==> src/rtl/irq_presenter_pkg.sv <==
package irq_presenter_pkg;

    parameter int PRIO_W = 8;
    parameter int ID_W   = 24;
    localparam int WORD_W = PRIO_W + ID_W;

    typedef logic [PRIO_W-1:0] prio_t;
    typedef logic [ID_W-1:0]   src_t;

    localparam prio_t PRIO_NONE = '1;

    typedef enum logic [1:0] {
        OP_ACCEPT   = 2'd0,
        OP_SET_CPPR = 2'd1,
        OP_SET_MFRR = 2'd2,
        OP_EOI      = 2'd3
    } pres_op_e;

    typedef struct packed {
        prio_t cppr;
        prio_t mfrr;
        prio_t pend;
        src_t  xisr;
        logic  need;
    } pres_state_t;

    typedef struct packed {
        logic              acc_vld;
        logic [WORD_W-1:0] acc_word;
        logic              done;
        logic              taken;
        logic              op_rej_vld;
        src_t              op_rej_id;
        logic              off_rej_vld;
        src_t              off_rej_id;
        logic              resend;
        logic              eoi_vld;
        src_t              eoi_id;
    } pres_out_t;

endpackage

==> src/rtl/ipr_cmd_apply.sv <==
module ipr_cmd_apply
    import irq_presenter_pkg::*;
#(
    parameter int IPI_ID = 2
) (
    input  logic              op_valid,
    input  pres_op_e          op_code,
    input  logic [WORD_W-1:0] op_data,
    input  pres_state_t       cur,
    output pres_state_t       nxt,
    output logic              rej_vld,
    output src_t              rej_id,
    output logic              resend,
    output logic              eoi_vld,
    output src_t              eoi_id,
    output logic              acc_vld,
    output logic [WORD_W-1:0] acc_word
);

    localparam src_t IPI_SRC = src_t'(IPI_ID);

    prio_t arg_p;
    prio_t eoi_p;
    prio_t down_v;
    logic  down_en;
    src_t  rej_raw;

    assign arg_p  = op_data[PRIO_W-1:0];
    assign eoi_p  = op_data[ID_W +: PRIO_W];
    assign eoi_id = op_data[ID_W-1:0];

    always_comb begin
        nxt      = cur;
        rej_raw  = '0;
        resend   = 1'b0;
        eoi_vld  = 1'b0;
        acc_vld  = 1'b0;
        acc_word = {cur.cppr, cur.xisr};
        down_en  = 1'b0;
        down_v   = arg_p;

        if (op_valid) begin
            unique case (op_code)
                OP_ACCEPT: begin
                    acc_vld = 1'b1;
                    if (cur.xisr != '0) begin
                        nxt.cppr = cur.pend;
                        nxt.pend = PRIO_NONE;
                        nxt.xisr = '0;
                    end
                end
                OP_SET_CPPR: begin
                    if (arg_p > cur.cppr) begin
                        down_en = 1'b1;
                    end else if (arg_p < cur.cppr) begin
                        nxt.cppr = arg_p;
                        if (arg_p <= cur.pend) begin
                            rej_raw  = cur.xisr;
                            nxt.xisr = '0;
                            nxt.pend = PRIO_NONE;
                        end
                    end
                end
                OP_SET_MFRR: begin
                    nxt.mfrr = arg_p;
                    if (arg_p < cur.cppr && arg_p <= cur.pend) begin
                        rej_raw  = cur.xisr;
                        nxt.pend = arg_p;
                        nxt.xisr = IPI_SRC;
                    end
                    if (arg_p > cur.mfrr) begin
                        resend   = cur.need;
                        nxt.need = 1'b0;
                    end
                end
                OP_EOI: begin
                    down_en = 1'b1;
                    down_v  = eoi_p;
                    eoi_vld = (eoi_id != IPI_SRC);
                end
                default: ;
            endcase
        end

        if (down_en) begin
            nxt.cppr = down_v;
            if (cur.mfrr < down_v && cur.mfrr <= cur.pend) begin
                nxt.pend = cur.mfrr;
                nxt.xisr = IPI_SRC;
            end
            resend   = cur.need;
            nxt.need = 1'b0;
        end
    end

    assign rej_id  = rej_raw;
    assign rej_vld = (rej_raw != '0) && (rej_raw != IPI_SRC);

endmodule

==> src/rtl/ipr_offer_judge.sv <==
module ipr_offer_judge
    import irq_presenter_pkg::*;
#(
    parameter int IPI_ID = 2
) (
    input  logic        offer_valid,
    input  src_t        offer_id,
    input  prio_t       offer_prio,
    input  pres_state_t cur,
    output pres_state_t nxt,
    output logic        taken,
    output logic        rej_vld,
    output src_t        rej_id
);

    localparam src_t IPI_SRC = src_t'(IPI_ID);

    logic fits;
    src_t rej_raw;

    assign fits = (offer_prio < cur.cppr) && (offer_prio < cur.mfrr) &&
                  (offer_prio < cur.pend);

    always_comb begin
        nxt     = cur;
        taken   = 1'b0;
        rej_raw = '0;
        if (offer_valid) begin
            if (fits) begin
                taken    = 1'b1;
                rej_raw  = cur.xisr;
                nxt.xisr = offer_id;
                nxt.pend = offer_prio;
            end else begin
                nxt.need = 1'b1;
            end
        end
    end

    assign rej_id  = rej_raw;
    assign rej_vld = (rej_raw != '0) && (rej_raw != IPI_SRC);

endmodule

==> src/rtl/irq_presenter.sv <==
module irq_presenter
    import irq_presenter_pkg::*;
#(
    parameter int IPI_ID = 2
) (
    input  logic              clk,
    input  logic              rst_n,
    input  logic              op_valid,
    input  logic [1:0]        op_code,
    input  logic [WORD_W-1:0] op_data,
    input  logic              offer_valid,
    input  logic [ID_W-1:0]   offer_id,
    input  logic [PRIO_W-1:0] offer_prio,
    output logic              irq_out,
    output logic              acc_valid,
    output logic [WORD_W-1:0] acc_word,
    output logic              offer_done,
    output logic              offer_taken,
    output logic              op_rej_valid,
    output logic [ID_W-1:0]   op_rej_id,
    output logic              off_rej_valid,
    output logic [ID_W-1:0]   off_rej_id,
    output logic              resend_req,
    output logic              eoi_valid,
    output logic [ID_W-1:0]   eoi_id
);

    localparam pres_state_t STATE_RST = '{
        cppr: '0, mfrr: PRIO_NONE, pend: PRIO_NONE, xisr: '0, need: 1'b0
    };

    pres_state_t state_q, state_d, after_op;
    pres_out_t   out_q, out_d;

    logic              c_rej_vld, c_resend, c_eoi_vld, c_acc_vld;
    src_t              c_rej_id, c_eoi_id;
    logic [WORD_W-1:0] c_acc_word;
    logic              o_taken, o_rej_vld;
    src_t              o_rej_id;

    ipr_cmd_apply #(.IPI_ID(IPI_ID)) u_cmd (
        .op_valid (op_valid),
        .op_code  (pres_op_e'(op_code)),
        .op_data  (op_data),
        .cur      (state_q),
        .nxt      (after_op),
        .rej_vld  (c_rej_vld),
        .rej_id   (c_rej_id),
        .resend   (c_resend),
        .eoi_vld  (c_eoi_vld),
        .eoi_id   (c_eoi_id),
        .acc_vld  (c_acc_vld),
        .acc_word (c_acc_word)
    );

    ipr_offer_judge #(.IPI_ID(IPI_ID)) u_judge (
        .offer_valid (offer_valid),
        .offer_id    (offer_id),
        .offer_prio  (offer_prio),
        .cur         (after_op),
        .nxt         (state_d),
        .taken       (o_taken),
        .rej_vld     (o_rej_vld),
        .rej_id      (o_rej_id)
    );

    always_comb begin
        out_d             = '0;
        out_d.acc_vld     = c_acc_vld;
        out_d.acc_word    = c_acc_word;
        out_d.done        = offer_valid;
        out_d.taken       = o_taken;
        out_d.op_rej_vld  = c_rej_vld;
        out_d.op_rej_id   = c_rej_id;
        out_d.off_rej_vld = o_rej_vld;
        out_d.off_rej_id  = o_rej_id;
        out_d.resend      = c_resend;
        out_d.eoi_vld     = c_eoi_vld;
        out_d.eoi_id      = c_eoi_id;
    end

    always_ff @(posedge clk or negedge rst_n) begin
        if (!rst_n) begin
            state_q <= STATE_RST;
            out_q   <= '0;
        end else begin
            state_q <= state_d;
            out_q   <= out_d;
        end
    end

    assign irq_out       = (state_q.xisr != '0) && (state_q.pend < state_q.cppr);
    assign acc_valid     = out_q.acc_vld;
    assign acc_word      = out_q.acc_word;
    assign offer_done    = out_q.done;
    assign offer_taken   = out_q.taken;
    assign op_rej_valid  = out_q.op_rej_vld;
    assign op_rej_id     = out_q.op_rej_id;
    assign off_rej_valid = out_q.off_rej_vld;
    assign off_rej_id    = out_q.off_rej_id;
    assign resend_req    = out_q.resend;
    assign eoi_valid     = out_q.eoi_vld;
    assign eoi_id        = out_q.eoi_id;

endmodule

==> config.mk <==
export PLATFORM = sky130hd
export DESIGN_NAME = irq_presenter
export DESIGN_NICKNAME = d
export VERILOG_FILES = /design/src/rtl/irq_presenter_pkg.sv /design/src/rtl/ipr_cmd_apply.sv /design/src/rtl/ipr_offer_judge.sv /design/src/rtl/irq_presenter.sv
export SDC_FILE = /design/constraint.sdc
export NUM_CORES = 1
export LEC_CHECK = 0
export ABC_AREA = 1
export BUFFER_PORTS_ARGS = -buffer_cell sky130_fd_sc_hd__buf_2
export CAP_MARGIN = 25
export CORE_MARGIN = 5
export CORE_UTILIZATION = 25
export DETAILED_ROUTE_END_ITERATION = 8
export HOLD_SLACK_MARGIN = 0.08
export PLACE_DENSITY_LB_ADDON = 0.2
export SLEW_MARGIN = 5
export SYNTH_ARGS = -nofsm -noshare
export SYNTH_HDL_FRONTEND = slang
export SYNTH_SLANG_ARGS = --single-unit
==> constraint.sdc <==
create_clock -name clk -period 3.2 [get_ports clk]
set_input_delay 0.16 -clock clk [delete_from_list [all_inputs] [get_ports clk]]
set_output_delay 0.16 -clock clk [all_outputs]
set_load 0.05 [all_outputs]
==> reports/results.md <==
| Quantity | Reported | Unit |
| --- | --- | --- |
| Vertical die dimension | 190 | um |
| Pins Over Slew Limit | 0 | - |
| Final setup TNS | -25.92 | ns |
| Crit path arrival time | 4.04 | ns |
| Violated checks | setup timing | - |
| End-of-flow core utilization | 38.0 | % |
| Max H-tree Level | 4 | - |
| Gate Count Post-Synth | 916 | - |
| Reported max-cap violation count | 0 | - |
| Cell Count Post-Placement | 1667 | - |
| Average footprint of a synthesized cell | 8.85 | um2 |
| Worst min path class | in -> reg | - |
| Later-pin clock latency in the skew report | 0.44 | ns |
| Number of input and output port buffers inserted | 181 | - |
| Part of the cycle the worst path needs | 116 | % |
| N_diodes | 0 | - |
| Std cell rows | 66 | - |
| Vias after detailed routing | 7873 | - |
| Final hold violation count | 0 | - |
| Wire length of the first global-routing pass | 46.7 | mm |
| Pwr Total | 9.96 | mW |
| Worst EP required | 3.52 | ns |
| Floorplan core area | 32300 | um2 |
| Endpoint of the worst hold path | eoi_id[6] | - |
| Final weighted congestion in routability-driven placement | 0.859 | - |
| Final setup slack of the worst path | -0.516 | ns |
| Master cell of the clock root buffer | sky130_fd_sc_hd__clkbuf_16 | - |
| Remaining antenna violation count after routing | 0 | - |
| Highest achievable clock rate | 269 | MHz |
| Worst max-slew margin expressed relative to the limit | 50.3 | % |
| Placement-stage cell area | 10700 | um2 |
| Worst Max-Slew Pin Slew | 0.746 | ns |
| IO Pins | 182 | - |
| Worst hold start | op_data[6] | - |
| Pin count of the biggest net entering global routing | 75 | - |
| Status | complete, but fails checks | - |
| Share of synthesized flip-flops with an asynchronous set or reset | 100 | % |
| Placed wire-length estimate after detailed placement | 23.4 | mm |
| Category of the most critical setup path | reg -> reg | - |
| Max VDD drop | 0.457 | mV |
| LEAKAGE | 6.48 | nW |
| DR pass1 iterations | 5 | - |
| Primary flip-flop cell chosen by synthesis mapping | sky130_fd_sc_hd__dfrtp_1 | - |
| Most frequent cells in the layout | sky130_fd_sc_hd__buf_2, sky130_fd_sc_hd__nand2_1, sky130_fd_sc_hd__buf_4 | - |
| Pwr per Cell Area | 812 | nW/um2 |
| Via count of the first global-routing pass | 8137 | - |
| Warnings, synthesis | 0 | - |
| Endpoint kind of the worst setup timing path | register | - |
| Number of nets in the synthesized netlist | 1057 | - |
| Violation count after the first detailed-routing iteration | 454 | - |
| Final setup violation count | 59 | - |
| Shortest period the worst path allows | 3.72 | ns |
| Start of the worst register-to-register path | state_q[30] | - |
| Number of antenna violations at the first check in global routing | 0 | - |
| Count of distinct cell types in the synthesized netlist | 45 | - |
| Clock Skews | 0.0158 | ns |
| Area added between synthesis and finish | 51.2 | % |
| Reg-to-reg setup timing slack | -0.52 | ns |
| CTS tree | done | - |
| Worst Hold Depth | 2 | - |
| Number of flops mapped to enable cells by yosys | 0 | - |
| Final Instance Count excl. Fillers | 1767 | - |
| Total number of nets in the final design | 1453 | - |
| Leftover overflow at the end of global routing | 0 | - |
| Netlist area before placement | 8110 | um2 |
| Overall routing resource usage | 16.8 | % |
| Detail-routed net length per standard cell | 17.5 | um |
| CP Max Fanout | 8 | - |
| Drt total wl | 30.9 | mm |
| Reg2reg path depth | 23 | - |
| Kind of start point of the critical path | register | - |
| Reg-to-Reg End | state_q[13] | - |
| Finished layout cell area | 12300 | um2 |
| RSZ-0062 raised after global routing | yes | - |
| Portion of the post-synthesis area used by sequential elements | 49.6 | % |
| Die outline area | 36100 | um2 |
| CTS sink count | 160 | - |
| Clk slew on worst S/H paths | 0.07 | ns |
| Maximum clock path buffer count | 2 | - |
| Starting utilization of the core area | 25.1 | % |
| Fraction of final layout cells with drive strength greater than 1 | 35.5 | % |
| DIE WIDTH | 190 | um |
| #FFs+latches synth | 160 | - |
| Number of buffers inserted during clock tree synthesis | 17 | - |
| Post-route DRC violation count | 0 | - |
| Drt via density | 4.46 | - |
| Most common cell after layout, fill and taps aside | sky130_fd_sc_hd__buf_2 | - |
==> per-layer routing <==
metal  track usage (%)  part of all wire [%]  vias up
li1                  -                     -     3871
met2              27.3                    47      223
met5                 0                     0        -
met4              5.56                   2.1        0
met3              2.48                   4.1       39
met1              23.0                    46     3740
==> state kept, by name, indices dropped and copies added (netlist names) <==
name,cells
off_rej_valid,1
state_q,49
eoi_id,24
eoi_valid,1
off_rej_id,24
op_rej_valid,1
acc_valid,1
offer_taken,1
resend_req,1
acc_word,32
offer_done,1
op_rej_id,24
==> worst max path at each step <==
stage / from / end / slack, ns / cells past startpoint
after global placement: op_code[0] / off_rej_valid / -0.69 / 22
after detailed placement: op_code[0] / off_rej_id[20] / -0.68 / 22
after floorplan: op_code[0] / off_rej_id[1] / -0.16 / 23
final: state_q[30] / state_q[13] / -0.52 / 23
after global routing: state_q[30] / state_q[13] / -0.83 / 24
after CTS: state_q[26] / state_q[9] / -0.52 / 26
==> area by class of cell <==
cell class / instances / area, um2
Multi-Input combinational cell: 615 / 3770
Inverter: 107 / 417
Fill cell: 3330 / 20000
Clock inverter: 13 / 121
Sequential cell: 160 / 4020
Timing Repair Buffer: 411 / 2930
Clock buffer: 19 / 443
Tap cell: 442 / 553
==> stage by stage <==
step / hold WS (ns) / worst slack [ns]
after global placement: 0.227 / -0.693
after CTS: 0.0813 / -0.521
after detailed placement: 0.230 / -0.677
after global routing: 0.0994 / -0.830
final: 0.120 / -0.516
after floorplan: -0.136 / -0.162
==> cell usage after synthesis, types with 2 or more instances <==
cell	count	area, um2
sky130_fd_sc_hd__nand2_1	189	709
sky130_fd_sc_hd__dfrtp_1	144	3600
sky130_fd_sc_hd__inv_1	104	390
sky130_fd_sc_hd__nor2_1	86	323
sky130_fd_sc_hd__o21ai_0	74	370
sky130_fd_sc_hd__ha_1	71	888
sky130_fd_sc_hd__a21oi_1	55	275
sky130_fd_sc_hd__nand3_1	30	150
sky130_fd_sc_hd__o31ai_1	20	150
sky130_fd_sc_hd__clkbuf_1	16	60.1
sky130_fd_sc_hd__dfstp_2	16	420
sky130_fd_sc_hd__o21ai_1	12	60.1
sky130_fd_sc_hd__nand4_1	10	62.6
sky130_fd_sc_hd__o2111ai_1	9	78.8
sky130_fd_sc_hd__buf_2	8	40.0
sky130_fd_sc_hd__nor4_1	8	50.1
sky130_fd_sc_hd__o22ai_1	8	50.1
sky130_fd_sc_hd__a22oi_1	7	52.6
sky130_fd_sc_hd__nor3_1	6	30.0
sky130_fd_sc_hd__buf_1	5	18.8
sky130_fd_sc_hd__buf_4	4	30.0
sky130_fd_sc_hd__mux2i_1	4	40.0
sky130_fd_sc_hd__nand2_2	3	18.8
sky130_fd_sc_hd__a21boi_0	2	15.0
sky130_fd_sc_hd__a21o_1	2	15.0
sky130_fd_sc_hd__a21oi_2	2	17.5
sky130_fd_sc_hd__a41oi_1	2	17.5
sky130_fd_sc_hd__buf_6	2	22.5
==> where the power goes <==
group          total [mW]  internal (mW)  switching (mW)
logic                5.20           1.98            3.22
clock network        2.00           1.05           0.952
registers            2.76           2.54           0.216
total                9.96           5.57            4.39
==> worst max-delay path, cell delays in order (launching register included) <==
cell,delay (ns)
sky130_fd_sc_hd__dfstp_2,0.53
sky130_fd_sc_hd__inv_1,0.08
sky130_fd_sc_hd__ha_1,0.30
sky130_fd_sc_hd__a21oi_1,0.16
sky130_fd_sc_hd__nor2_1,0.06
sky130_fd_sc_hd__nor2_1,0.12
sky130_fd_sc_hd__nand2_1,0.08
sky130_fd_sc_hd__nand2_2,0.12
sky130_fd_sc_hd__nand2_4,0.09
sky130_fd_sc_hd__a21oi_2,0.15
sky130_fd_sc_hd__o31ai_1,0.09
sky130_fd_sc_hd__a21oi_1,0.20
sky130_fd_sc_hd__o22ai_2,0.10
sky130_fd_sc_hd__ha_1,0.33
sky130_fd_sc_hd__nand2_2,0.09
sky130_fd_sc_hd__nor2_2,0.04
sky130_fd_sc_hd__nor3_2,0.16
sky130_fd_sc_hd__nand2_1,0.08
sky130_fd_sc_hd__a21oi_2,0.14
sky130_fd_sc_hd__nand2_2,0.11
sky130_fd_sc_hd__nor2_8,0.21
sky130_fd_sc_hd__buf_12,0.15
sky130_fd_sc_hd__clkbuf_16,0.15
sky130_fd_sc_hd__o21ai_1,0.06
==> repair_timing <==
| action | 4_1_cts | 5_1_grt |
|---|---|---|
| hold buffers | 52 | 1 |
| resized for setup | 16 | 58 |
| endpoints found under the setup margin | 60 | 60 |
| hold endpoints to repair | 117 | 1 |
| pin swaps | 11 | 27 |
| cloned | 1 | 4 |
| buffers inserted | 7 | 4 |
==> cells by family (layout without fill, tap and decap cells) <==
family,after synthesis,count (layout),synth area share (%)
compound gates,201,201,14.4
fa+ha+maj,71,71,11.0
buf+inv,142,550,7.10
flops,160,160,49.6
mux,4,4,0.494
simple gates,338,339,17.4
(Power assumes the default switching activity.)
